<file path="src/rtl/fpx_pkg.sv">
package fpx_pkg;
    localparam int FLAG_N = 6;
    localparam int F_INV  = 0;
    localparam int F_DEN  = 1;
    localparam int F_DBZ  = 2;
    localparam int F_OVF  = 3;
    localparam int F_UNF  = 4;
    localparam int F_PRE  = 5;

    typedef enum logic [2:0] {
        CAUSE_NONE = 3'd0,
        CAUSE_INV  = 3'd1,
        CAUSE_DEN  = 3'd2,
        CAUSE_DBZ  = 3'd3,
        CAUSE_OVF  = 3'd4,
        CAUSE_UNF  = 3'd5,
        CAUSE_PRE  = 3'd6
    } cause_e;

    typedef enum logic [1:0] {
        SEL_CALC   = 2'd0,
        SEL_QNAN_A = 2'd1,
        SEL_FLUSH  = 2'd2
    } rsel_e;

    typedef struct packed {
        logic              vld;
        logic              trap;
        cause_e            cause;
        logic [FLAG_N-1:0] flags;
        rsel_e             sel;
    } verdict_t;
endpackage

</file>
<file path="src/rtl/fpx_nan_detect.sv">
module fpx_nan_detect #(
    parameter int EXP_W = 8,
    parameter int MAN_W = 23,
    localparam int W    = 1 + EXP_W + MAN_W
) (
    input  logic [W-1:0] val,
    output logic         is_nan
);
    logic [EXP_W-1:0] expo;
    logic [MAN_W-1:0] mant;

    always_comb begin
        expo   = val[W-2 -: EXP_W];
        mant   = val[MAN_W-1:0];
        is_nan = (&expo) && (|mant);
    end
endmodule

</file>
<file path="src/rtl/fpx_flag_prep.sv">
module fpx_flag_prep
    import fpx_pkg::*;
(
    input  logic [FLAG_N-1:0] raw,
    input  logic [FLAG_N-1:0] mask,
    input  logic              daz,
    output logic [FLAG_N-1:0] clean,
    output logic [FLAG_N-1:0] en
);
    always_comb begin
        clean = raw;
        // a zero divisor hides the denormal indication; DAZ removes it
        if (raw[F_DBZ] || daz) begin
            clean[F_DEN] = 1'b0;
        end
        en = ~mask;
    end
endmodule

</file>
<file path="src/rtl/fpx_priority.sv">
module fpx_priority
    import fpx_pkg::*;
(
    input  logic [FLAG_N-1:0] clean,
    input  logic [FLAG_N-1:0] en,
    input  logic              nan_a,
    input  logic              nan_b,
    input  logic              tiny,
    input  logic              huge,
    input  logic              res_nan,
    input  logic              ftz,
    output verdict_t          v
);
    logic flush;

    always_comb begin
        flush   = ftz && tiny;
        v       = '0;
        v.vld   = 1'b1;
        v.cause = CAUSE_NONE;
        v.sel   = SEL_CALC;

        if (en[F_INV] && clean[F_INV]) begin
            v.trap         = 1'b1;
            v.cause        = CAUSE_INV;
            v.flags[F_INV] = 1'b1;
        end else if (nan_a || nan_b) begin
            v.flags[F_INV] = clean[F_INV];
            v.sel          = (nan_a && nan_b) ? SEL_QNAN_A : SEL_CALC;
        end else if (en[F_DEN] && clean[F_DEN]) begin
            v.trap         = 1'b1;
            v.cause        = CAUSE_DEN;
            v.flags[F_DEN] = 1'b1;
        end else if (en[F_DBZ] && clean[F_DBZ]) begin
            v.trap         = 1'b1;
            v.cause        = CAUSE_DBZ;
            v.flags[F_DBZ] = 1'b1;
        end else if (res_nan) begin
            v.flags[F_INV] = 1'b1;
        end else begin
            v.flags[F_DEN] = clean[F_DEN];
            if (en[F_UNF] && tiny) begin
                v.trap         = 1'b1;
                v.cause        = CAUSE_UNF;
                v.flags[F_UNF] = 1'b1;
                v.flags[F_PRE] = clean[F_PRE];
            end else if (en[F_OVF] && huge) begin
                v.trap         = 1'b1;
                v.cause        = CAUSE_OVF;
                v.flags[F_OVF] = 1'b1;
                v.flags[F_PRE] = clean[F_PRE];
            end else if (en[F_PRE] && (clean[F_PRE] || flush)) begin
                v.trap         = 1'b1;
                v.cause        = CAUSE_PRE;
                v.flags[F_PRE] = 1'b1;
                v.flags[F_UNF] = tiny;
                v.flags[F_OVF] = huge;
                v.sel          = flush ? SEL_FLUSH : SEL_CALC;
            end else begin
                v.flags = clean;
                if (flush) begin
                    v.flags[F_UNF] = 1'b1;
                    v.flags[F_PRE] = 1'b1;
                    v.sel          = SEL_FLUSH;
                end
            end
        end
    end
endmodule

</file>
<file path="src/rtl/fpx_trap_arbiter.sv">
module fpx_trap_arbiter
    import fpx_pkg::*;
#(
    parameter int EXP_W = 8,
    parameter int MAN_W = 23,
    localparam int W    = 1 + EXP_W + MAN_W
) (
    input  logic              clk,
    input  logic              rst,
    input  logic              in_valid,
    input  logic [W-1:0]      opa,
    input  logic [W-1:0]      opb,
    input  logic [FLAG_N-1:0] raw_flags,
    input  logic              res_tiny,
    input  logic              res_huge,
    input  logic              res_nan,
    input  logic [FLAG_N-1:0] exc_mask,
    input  logic              ftz,
    input  logic              daz,
    output logic              out_valid,
    output logic              raise_trap,
    output logic [2:0]        cause,
    output logic [FLAG_N-1:0] flags,
    output logic [1:0]        res_sel
);
    logic [1:0][W-1:0]  ops;
    logic [1:0]         op_nan;
    logic [FLAG_N-1:0]  clean;
    logic [FLAG_N-1:0]  en;
    verdict_t           verdict;
    verdict_t           state_d;
    verdict_t           state_q;

    assign ops[0] = opa;
    assign ops[1] = opb;

    for (genvar i = 0; i < 2; i++) begin : g_nan
        fpx_nan_detect #(.EXP_W(EXP_W), .MAN_W(MAN_W)) u_nan (
            .val    (ops[i]),
            .is_nan (op_nan[i])
        );
    end

    fpx_flag_prep u_prep (
        .raw   (raw_flags),
        .mask  (exc_mask),
        .daz   (daz),
        .clean (clean),
        .en    (en)
    );

    fpx_priority u_prio (
        .clean   (clean),
        .en      (en),
        .nan_a   (op_nan[0]),
        .nan_b   (op_nan[1]),
        .tiny    (res_tiny),
        .huge    (res_huge),
        .res_nan (res_nan),
        .ftz     (ftz),
        .v       (verdict)
    );

    always_comb begin
        state_d     = state_q;
        state_d.vld = 1'b0;
        if (in_valid) begin
            state_d = verdict;
        end
    end

    always_ff @(posedge clk) begin
        if (rst) begin
            state_q <= '0;
        end else begin
            state_q <= state_d;
        end
    end

    assign out_valid  = state_q.vld;
    assign raise_trap = state_q.trap;
    assign cause      = state_q.cause;
    assign flags      = state_q.flags;
    assign res_sel    = state_q.sel;
endmodule

</file>
<file path="config.mk">
export PLATFORM = sky130hd
export DESIGN_NAME = fpx_trap_arbiter
export DESIGN_NICKNAME = d
export VERILOG_FILES = /design/src/rtl/fpx_pkg.sv /design/src/rtl/fpx_nan_detect.sv /design/src/rtl/fpx_flag_prep.sv /design/src/rtl/fpx_priority.sv /design/src/rtl/fpx_trap_arbiter.sv
export SDC_FILE = /design/constraint.sdc
export NUM_CORES = 1
export LEC_CHECK = 0
export ABC_CLOCK_PERIOD_IN_PS = 1350
export BUFFER_PORTS_ARGS = -buffer_cell sky130_fd_sc_hd__buf_2
export CELL_PAD_IN_SITES_DETAIL_PLACEMENT = 1
export CELL_PAD_IN_SITES_GLOBAL_PLACEMENT = 2
export CORE_MARGIN = 5
export CORE_UTILIZATION = 14
export CTS_BUF_LIST = sky130_fd_sc_hd__clkbuf_4 sky130_fd_sc_hd__clkbuf_8
export CTS_CLUSTER_DIAMETER = 100
export DETAILED_ROUTE_END_ITERATION = 10
export PLACE_DENSITY = 0.81
export RECOVER_POWER = 50
export SYNTH_ARGS = -nofsm -noshare
export SYNTH_HDL_FRONTEND = slang
export SYNTH_SLANG_ARGS = --single-unit
</file>
<file path="constraint.sdc">
create_clock -name clk -period 1.35 [get_ports clk]
set_clock_uncertainty 0.15 [all_clocks]
set_input_delay 0 -clock clk [delete_from_list [all_inputs] [get_ports clk]]
set_output_delay 0 -clock clk [all_outputs]
set_load 0.01 [all_outputs]
</file>
### Yosys cells after proc, flatten, opt, wreduce, memory -nomap -nowiden

Index checks and enable logic that the tools add are counted.

| storage, ports and cells | value |
|---|---|
| register bits | 13 |
| output and inout port bits | 13 |
| logic and storage cells | 66 |

| cells by class | value |
|---|---|
| mux-type cells | 43 |
| bitwise gates (word level) | 1 |
| reductions and logical operators | 17 |

Operators with widths:

| kind | count |
|---|---|
| $reduce_or A23 Y1 | 2 |
| $mux W6 | 7 |
| $mux W3 | 12 |
| $mux W4 | 6 |
| $mux W9 | 2 |
| $reduce_and A8 Y1 | 2 |
| $mux W5 | 3 |
| $mux W13 | 1 |
| $logic_and A1 B1 Y1 | 10 |
| $mux W1 | 8 |
| $mux W2 | 4 |
| $not A6 Y6 | 1 |
| $logic_or A1 B1 Y1 | 3 |

### Longest topological paths before layout

Gate-level depths: netlist (run 1).

| depth | value |
|---|---|
| depth after elaboration | 24 |
| mapped depth | 7 |

### By module

From an unflattened synthesis (run 1), not the netlist that was laid out.

| unflattened totals | value |
|---|---|
| cell total of the unflattened synthesis | 127 |
| area total of the unflattened synthesis | 1017.2 um2 |

Modules (own cells, without submodules):

| module | times used | cells an instance | area an instance (um2) | seq. area each (um2) |
|---|---|---|---|---|
| fpx_trap_arbiter | 1 | 41 | 471.7 | 260.2 |
| fpx_priority | 1 | 50 | 295.3 | 0.0 |
| fpx_nan_detect | 2 | 12 | 88.8 | 0.0 |
| fpx_flag_prep | 1 | 12 | 72.6 | 0.0 |

### Worst setup path before layout (run 1)

OpenSTA, ideal clock, no wires.

| timing path | value |
|---|---|
| path type | input to register |
| start point | input port opb[10] |
| end point | register state_q, in the netlist flags[4] |
| arrival | 1.100 ns |
| required time | 1.104 ns |
| slack | 0.005 ns |
| stages on the path | 7 |
| path through | nor4_2 -> nand4_1 -> o21ai_2 -> and2_4 -> buf_8 -> nand2_2 -> o41ai_2 |

| between the ends | value |
|---|---|
| longest elaborated chain between the ends | 5 |

RTL lines:

| element | line | RTL |
|---|---|---|
| start, declared | fpx_trap_arbiter.sv:12 | `input logic [W-1:0] opb,` |
| $reduce_or A23 Y1 | fpx_nan_detect.sv:15 | `is_nan = (&expo) && (\|mant);` |
| $logic_and A1 B1 Y1 | fpx_nan_detect.sv:15 |  |
| $logic_or A1 B1 Y1 | fpx_priority.sv:27 | `end else if (nan_a \|\| nan_b) begin` |
| $mux W9 | fpx_priority.sv:27 |  |
| $mux W5 | fpx_priority.sv:23 | `if (en[F_INV] && clean[F_INV]) begin` |
| end signal, assigned | fpx_trap_arbiter.sv:76 | `state_q <= state_d;` |
| end, declared | fpx_trap_arbiter.sv:32 | `verdict_t state_q;` |

Every way passes these cells.
A chain may end at the register's enable or synchronous reset.

### Worst setup path after layout (run 1)

| timing path | value |
|---|---|
| start point | input port opa[20] |
| end point | register state_q, in the netlist flags[0] |

| between the ends | value |
|---|---|
| longest elaborated chain between the ends | 5 |

RTL lines:

| element | line | RTL |
|---|---|---|
| start, declared | fpx_trap_arbiter.sv:11 | `input logic [W-1:0] opa,` |
| $reduce_or A23 Y1 | fpx_nan_detect.sv:15 |  |
| $logic_and A1 B1 Y1 | fpx_nan_detect.sv:15 |  |
| $logic_or A1 B1 Y1 | fpx_priority.sv:27 |  |
| $mux W3 | fpx_priority.sv:27 |  |
| $mux W1 | fpx_priority.sv:23 |  |

Every way passes these cells.

==> impl_results.md, run 1 <==
- Status: complete, no violations
- Routed WL: between 4000 and 5000 um
- Dominant cells by area after synthesis: dfxtp_1 31%, nor4_2 8.8%, nand4_1 6.6%
- Area leader, netlist: dfxtp_1
- Antenna violations before repair: 0
- Vias: about 1.3k
- Hold Path Class: input pin to register
- Site Rows: 28
- Mapped Area: ~850 sq um
- Worst path arrival time: roughly 1200 ps
- Postcts setup bufs: 0
- Setup tns final: 0 ps
- Crit share post-route: 0.9256
- Setup repair after global routing missed its margin: no
- # diodes: 0
- Layout area overhead: 88.07%
- FF+latch count, synth: 13
- CP max stage cell: nor4_4
- CTS Sinks: 13
- Leakage: ~0.71 nW
- Sequential-to-total area share from yosys stat: 0.3063
- GRT Resource Usage Total: 0.1012
- Die Wd: 87.90 um
- Slew at the pin closest to its max-slew limit: approximately 490 ps
- Via density: roughly 4.4
- Slew Viols, Final: 0
- CTS tree: done
- Register area: approximately 260 sq um
- Yosys warning total: 0
- Root buf cell: clkbuf_8
- CP startpoint: opa[20]
- Post-Synthesis Net Count: roughly 190
- Min Tclk post-route: around 1200 ps
- RePlAce Congestion: approximately 0.76
- DRC: 0
- IO buf count: 94
- Mapped Avg Cell Area: between 8 and 9 sq um
- DR iter-0 viols: 34
- Fmax: 800.2 MHz
- Final setup violation count: 0
- CTS max path bufs: 2
- Worst Path Max Fanout: 8
- Clock latency on the worst-skew pair: 240 ps
- Final hold vios: 0
- Slew headroom: 0.6643
- Cts bufs inserted: 3
- Core Area: ~0.006 sq mm
- Slowest stage delay, CP: 280 ps
- Crit Path Category: input pin to register
- Pre-Repair DR Iteration Count: 4
- Fill count: ~750
- Worst-path cell chain: buf_2, nor4_4, nand4_1, o21ai_2, and2_4, a21oi_1, o221a_1
- Startpoint types: input pin
- Cells after Synth: approximately 110
- Peak VDD IR: slightly below 0.4 mV
- Post-DP Area: 0.001490 sq mm
- Critical Path End Type: register
- Area share of the largest cell type after synthesis: 0.3063
- Fin cells: slightly below 300
- Vias in the first global route: 1362
- Pin count of the biggest net entering global routing: 14
- H-tree depth: 1
- WL per Instance: around 14 um
- Dpl hpwl: between 3000 and 4000 um
- Nets@finish: 302
- Multi-input combinational cell area: between 500 and 600 sq um
- ANT nets after route: 0
- Share of layout cells above drive strength 1: 0.5253
- Starting density of the core: 0.1435
- CP required: 1330 ps
- Power density cells: slightly below 700 mW/mm^2
- Die ar.: 0.007726 sq mm
- Reg-to-reg startpoint: cause[1]
- Boundary Pins: between 90 and 100
- First-pass GRT wire length: between 6000 and 7000 um
- CTS clk-pin slew, worst paths: around 50 ps
- Total grt overflow: 0
- Post-route cell area: 0.001598 sq mm
- CP endpoint: flags[0]
- Die Height: between 80 and 90 um
- Cell variety after synth: 34
- Worst R2R Path Depth: 2
- Dpl cells: between 200 and 300
- Capture point of the worst reg-to-reg path: cause[1]
- Internal reg-to-reg setup slack: between 500 and 600 ps
- Max Cap Viol: 0
[worst min path at each step]
stage / start / endpoint / slack (ps) / cells after the start
final: in_valid / flags[3] / 8 / 4
after global routing: in_valid / flags[3] / 40 / 4
after CTS: raw_flags[2] / flags[2] / 0.6 / 4
after detailed placement: exc_mask[2] / flags[2] / 180 / 4
after global placement: exc_mask[2] / flags[2] / 160 / 4
after floorplan: rst / cause[0] / -70 / 1
[where the power goes]
group	internal [mW]	switching, mW
Combinational	0.163	0.144
Clock	0.228	0.130
Sequential	0.400	0.00825
Total	0.792	0.283
[repair_timing]
item,CTS,global route
hold buffers,6,0
hold endpoints to repair,13,0
resized for setup,0,3
endpoints found under the setup margin,0,8
[area by class of cell]
| cell class | instances | area share |
|---|---|---|
| clock buffers | 4 | 0.03054 |
| inverters | 5 | 0.01175 |
| multi-input cells | 85 | 0.3587 |
| flip-flops and latches | 13 | 0.1629 |
| well taps | 75 | 0.05873 |
| repair buffers | 110 | 0.3774 |
[layout by cell type, fill, tap and decap left out, drive strengths merged]
cell type | Yosys | layout
a2111oi | 1 | 1
and2 | 1 | 1
clkbuf | 1 | 16
or4b | 1 | 1
a211oi | 1 | 1
o21a | 1 | 1
nand2 | 10 | 10
or2 | 2 | 2
dlygate4sd3 | 0 | 6
nor2 | 15 | 15
o21ai | 5 | 5
nor4 | 10 | 10
nand2b | 2 | 2
a32oi | 5 | 5
nor2b | 1 | 1
nand3 | 2 | 2
dfxtp | 13 | 13
o41ai | 1 | 1
a21oi | 6 | 6
nand4 | 9 | 9
or2b | 1 | 1
nor3 | 4 | 4
a22o | 1 | 1
buf | 1 | 92
inv | 5 | 5
a22oi | 1 | 1
a31oi | 4 | 4
o221a | 1 | 1
[state kept, by name (all words and copies together) (netlist names)]
name        flops
res_sel         2
raise_trap      1
cause           3
out_valid       1
flags           6
[critical path, delay by kind of cell]
kind | cells | cell delay (ps)
AO/OA/AOI/OAI | 3 | 440
buffers and inverters | 1 | 110
AND/OR/NAND/NOR | 3 | 660
[logic make-up (layout without fill, tap and decap cells)]
group	count (synthesis)	count (layout)	share of synthesized area
AOI/OAI and AO/OA	27	27	0.2401
and+or+nand+nor	58	58	0.4094
buffers and inverters	7	119	0.04416
DFF	13	13	0.3063
[cell usage after synthesis]
library cell	instances
nand4_1	9
a22o_1	1
inv_1	4
a31oi_1	4
or2_1	1
nor3_1	4
or2_4	1
or2b_1	1
nand2_1	8
o221a_1	1
nor4_2	6
nor2_1	14
dfxtp_1	13
a22oi_1	1
a2111oi_0	1
a21oi_1	6
a211oi_2	1
o21a_1	1
nor2b_1	1
inv_2	1
buf_8	1
o21ai_1	1
nor2_2	1
a32oi_1	5
o41ai_2	1
clkbuf_1	1
nand2b_1	2
and2_4	1
o21ai_0	2
nor4_1	4
or4b_1	1
nand3_1	2
nand2_2	2
o21ai_2	2
[metal layers]
metal  global-route usage  vias up  part of all wire  routed length [um]
met4             0.008368        0            0.0020                   8
li1                     -      629                 -                   -
met1               0.1082      593              0.37                1507
met3              0.03857        2              0.11                 453
met2               0.1945       58              0.52                2120
met5                    0        -                 0                   0
[metrics by stage]
| step | hold slack, ps | worst slack, ps | power [mW] | util |
|---|---|---|---|---|
| 2_1_floorplan | -70.69 | 4.628 | 0.5166 | - |
| 3_3_place_gp | 163.5 | -190.7 | 0.7037 | 0.2517 |
| 3_5_place_dp | 175.6 | -243.7 | 0.7105 | 0.2517 |
| 4_1_cts | 0.6129 | 0.06584 | 1.097 | 0.2701 |
| 5_1_grt | 42.97 | 3.319 | 1.139 | 0.2699 |
| 6_report | 7.950 | 100.4 | 1.075 | 0.2699 |
(Power assumes the default switching activity.)
==> run 2: changes to the inputs <==
--- a/config.mk
+++ b/config.mk
@@ -14,6 +14,7 @@
 export CTS_BUF_LIST = sky130_fd_sc_hd__clkbuf_4 sky130_fd_sc_hd__clkbuf_8
 export CTS_CLUSTER_DIAMETER = 100
 export DETAILED_ROUTE_END_ITERATION = 10
+export GPL_TIMING_DRIVEN = 0
 export PLACE_DENSITY = 0.81
 export RECOVER_POWER = 50
 export SYNTH_ARGS = -nofsm -noshare
==> impl_results.md, run 2 (synthesis results as in run 1) <==
- DRC: 0
- Total grt overflow: 0
- Core Area: between 0.005 and 0.006 sq mm
- Register area: 260.3 sq um
- Fill count: between 700 and 800
- Antenna violations before repair: 0
- Crit share post-route: 0.9489
- CTS Sinks: 13
- Commonest non-fill, non-tap cell in the layout: buf_2
- GRT Resource Usage Total: 0.09973
- Multi-input combinational cell area: ~600 sq um
- Internal reg-to-reg setup slack: around 550 ps
- First-pass GRT wire length: 6092 um
- CTS tree: done
- Routed WL: between 4000 and 5000 um
- Max Cap Viol: 0
- WL per Instance: about 14 um
- Slew headroom: 0.6959
- WHS Endpoint: raise_trap
- Slew Viols, Final: 0
- CTS max path bufs: 2
- Setup slack at placement: -323.2 ps
- Setup repair after global routing missed its margin: yes
- Worst R2R Path Depth: 1
- Startpoint types: input pin
- Capture point of the worst reg-to-reg path: flags[0]
- Hold Path Class: input pin to register
- Vias in the first global route: roughly 1.4k
- H-tree depth: 1
- Share of layout cells above drive strength 1: 0.5093
- Slew at the pin closest to its max-slew limit: ~450 ps
- Fmax: 780.7 MHz
- # diodes: 0
- Power density cells: ~670 mW/mm^2
- Crit Path Category: input pin to register
- Number of flip-flops in the largest register: 6
- Leakage: just over 0.7 nW
- Die Height: about 88 um
- Die ar.: around 0.0077 sq mm
- Layout area overhead: 91.46%
- Worst path arrival time: ~1300 ps
- Pre-Repair DR Iteration Count: 4
- ANT nets after route: 0
- Root buf cell: clkbuf_8
- Final setup violation count: 0
- Cts bufs inserted: 3
- Critical Path End Type: register
- Dpl cells: between 200 and 300
- Total power: ~1.1 mW
- Dpl hpwl: 3382 um
- Starting density of the core: 0.1435
- Boundary Pins: 97
- Peak VDD IR: roughly 0.50 mV
- Hold_sp: exc_mask[0]
- Final Core Density: 0.2747
- Setup tns final: 0 ps
- Status: complete, no violations
- CTS clk-pin slew, worst paths: 60 ps
- Fin cells: around 290
- CP startpoint: opa[10]
- Via density: about 4.3
- Final WS setup: approximately 69 ps
- Most frequent cells in the layout: 79 x buf_2, 14 x nor2_1, 13 x dfxtp_1, 11 x clkbuf_1, 9 x nand4_1
- CP required: 1350 ps
- DR iter-0 viols: 10
- RePlAce Congestion: about 0.7
- Die Wd: 87.90 um
- Worst Path Max Fanout: 5
- Clock latency on the worst-skew pair: 240 ps
- Vias: 1239
- Pin count of the biggest net entering global routing: 11
- Nets@finish: between 200 and 300
- Site Rows: 28
- Reg-to-reg startpoint: flags[0]
- Min Tclk post-route: between 1000 and 1500 ps
- Final hold vios: 0
- IO buf count: 94
- Hold Path Cell Cnt: 3
run 2: worst max-delay path by stage:
stage | endpoint | slack [ps] | cells after the start
3_3_place_gp | flags[4] | -320 | 8
2_1_floorplan | flags[4] | 5 | 7
6_report | flags[4] | 70 | 8
5_1_grt | cause[1] | -1 | 9
3_5_place_dp | flags[4] | -320 | 8
4_1_cts | flags[4] | 0.3 | 8
run 2: repair_timing:
item	CTS	global route
endpoints found under the hold margin	5	0
gates resized for setup	0	10
setup buffers	1	1
pin swaps	3	11
hold buffers	8	0
setup endpoints to repair	3	5
gates cloned	0	1
run 2: critical path: stages:
cell and delay (ps):
buf_2 110, nor4_4 280, nand4_1 160, o21ai_2 190
and2_4 200, buf_8 120, nand2_2 50, o41ai_2 180
run 2: layout make-up:
type                       count  share of cell area
buffer                         2             0.01231
clock buffer                   4             0.03000
inverter                       5             0.01154
multi-input combinational     85              0.3585
sequential                    13              0.1600
tap                           75             0.05769
timing repair buffer         105              0.3700
run 2: metal layers:
layer	global-route usage	wire, um
met5	0	0
met2	0.1918	2063
met3	0.03481	457
met1	0.1084	1601
met4	0.008368	0
run 2: through the flow:
stage	hold WS, ps	cell area (sq um)
finish	18.48	1627
floorplan	-70.69	849.6
global placement	94.58	1414
CTS	12.23	1550
detailed placement	102.4	1414
global route	64.52	1627
run 2: power by group:
group	internal (mW)	switching [mW]	leakage, nW
clock network	0.229	0.148	0.0262
logic	0.165	0.145	0.585
registers	0.400	0.00749	0.106
total	0.794	0.301	0.717
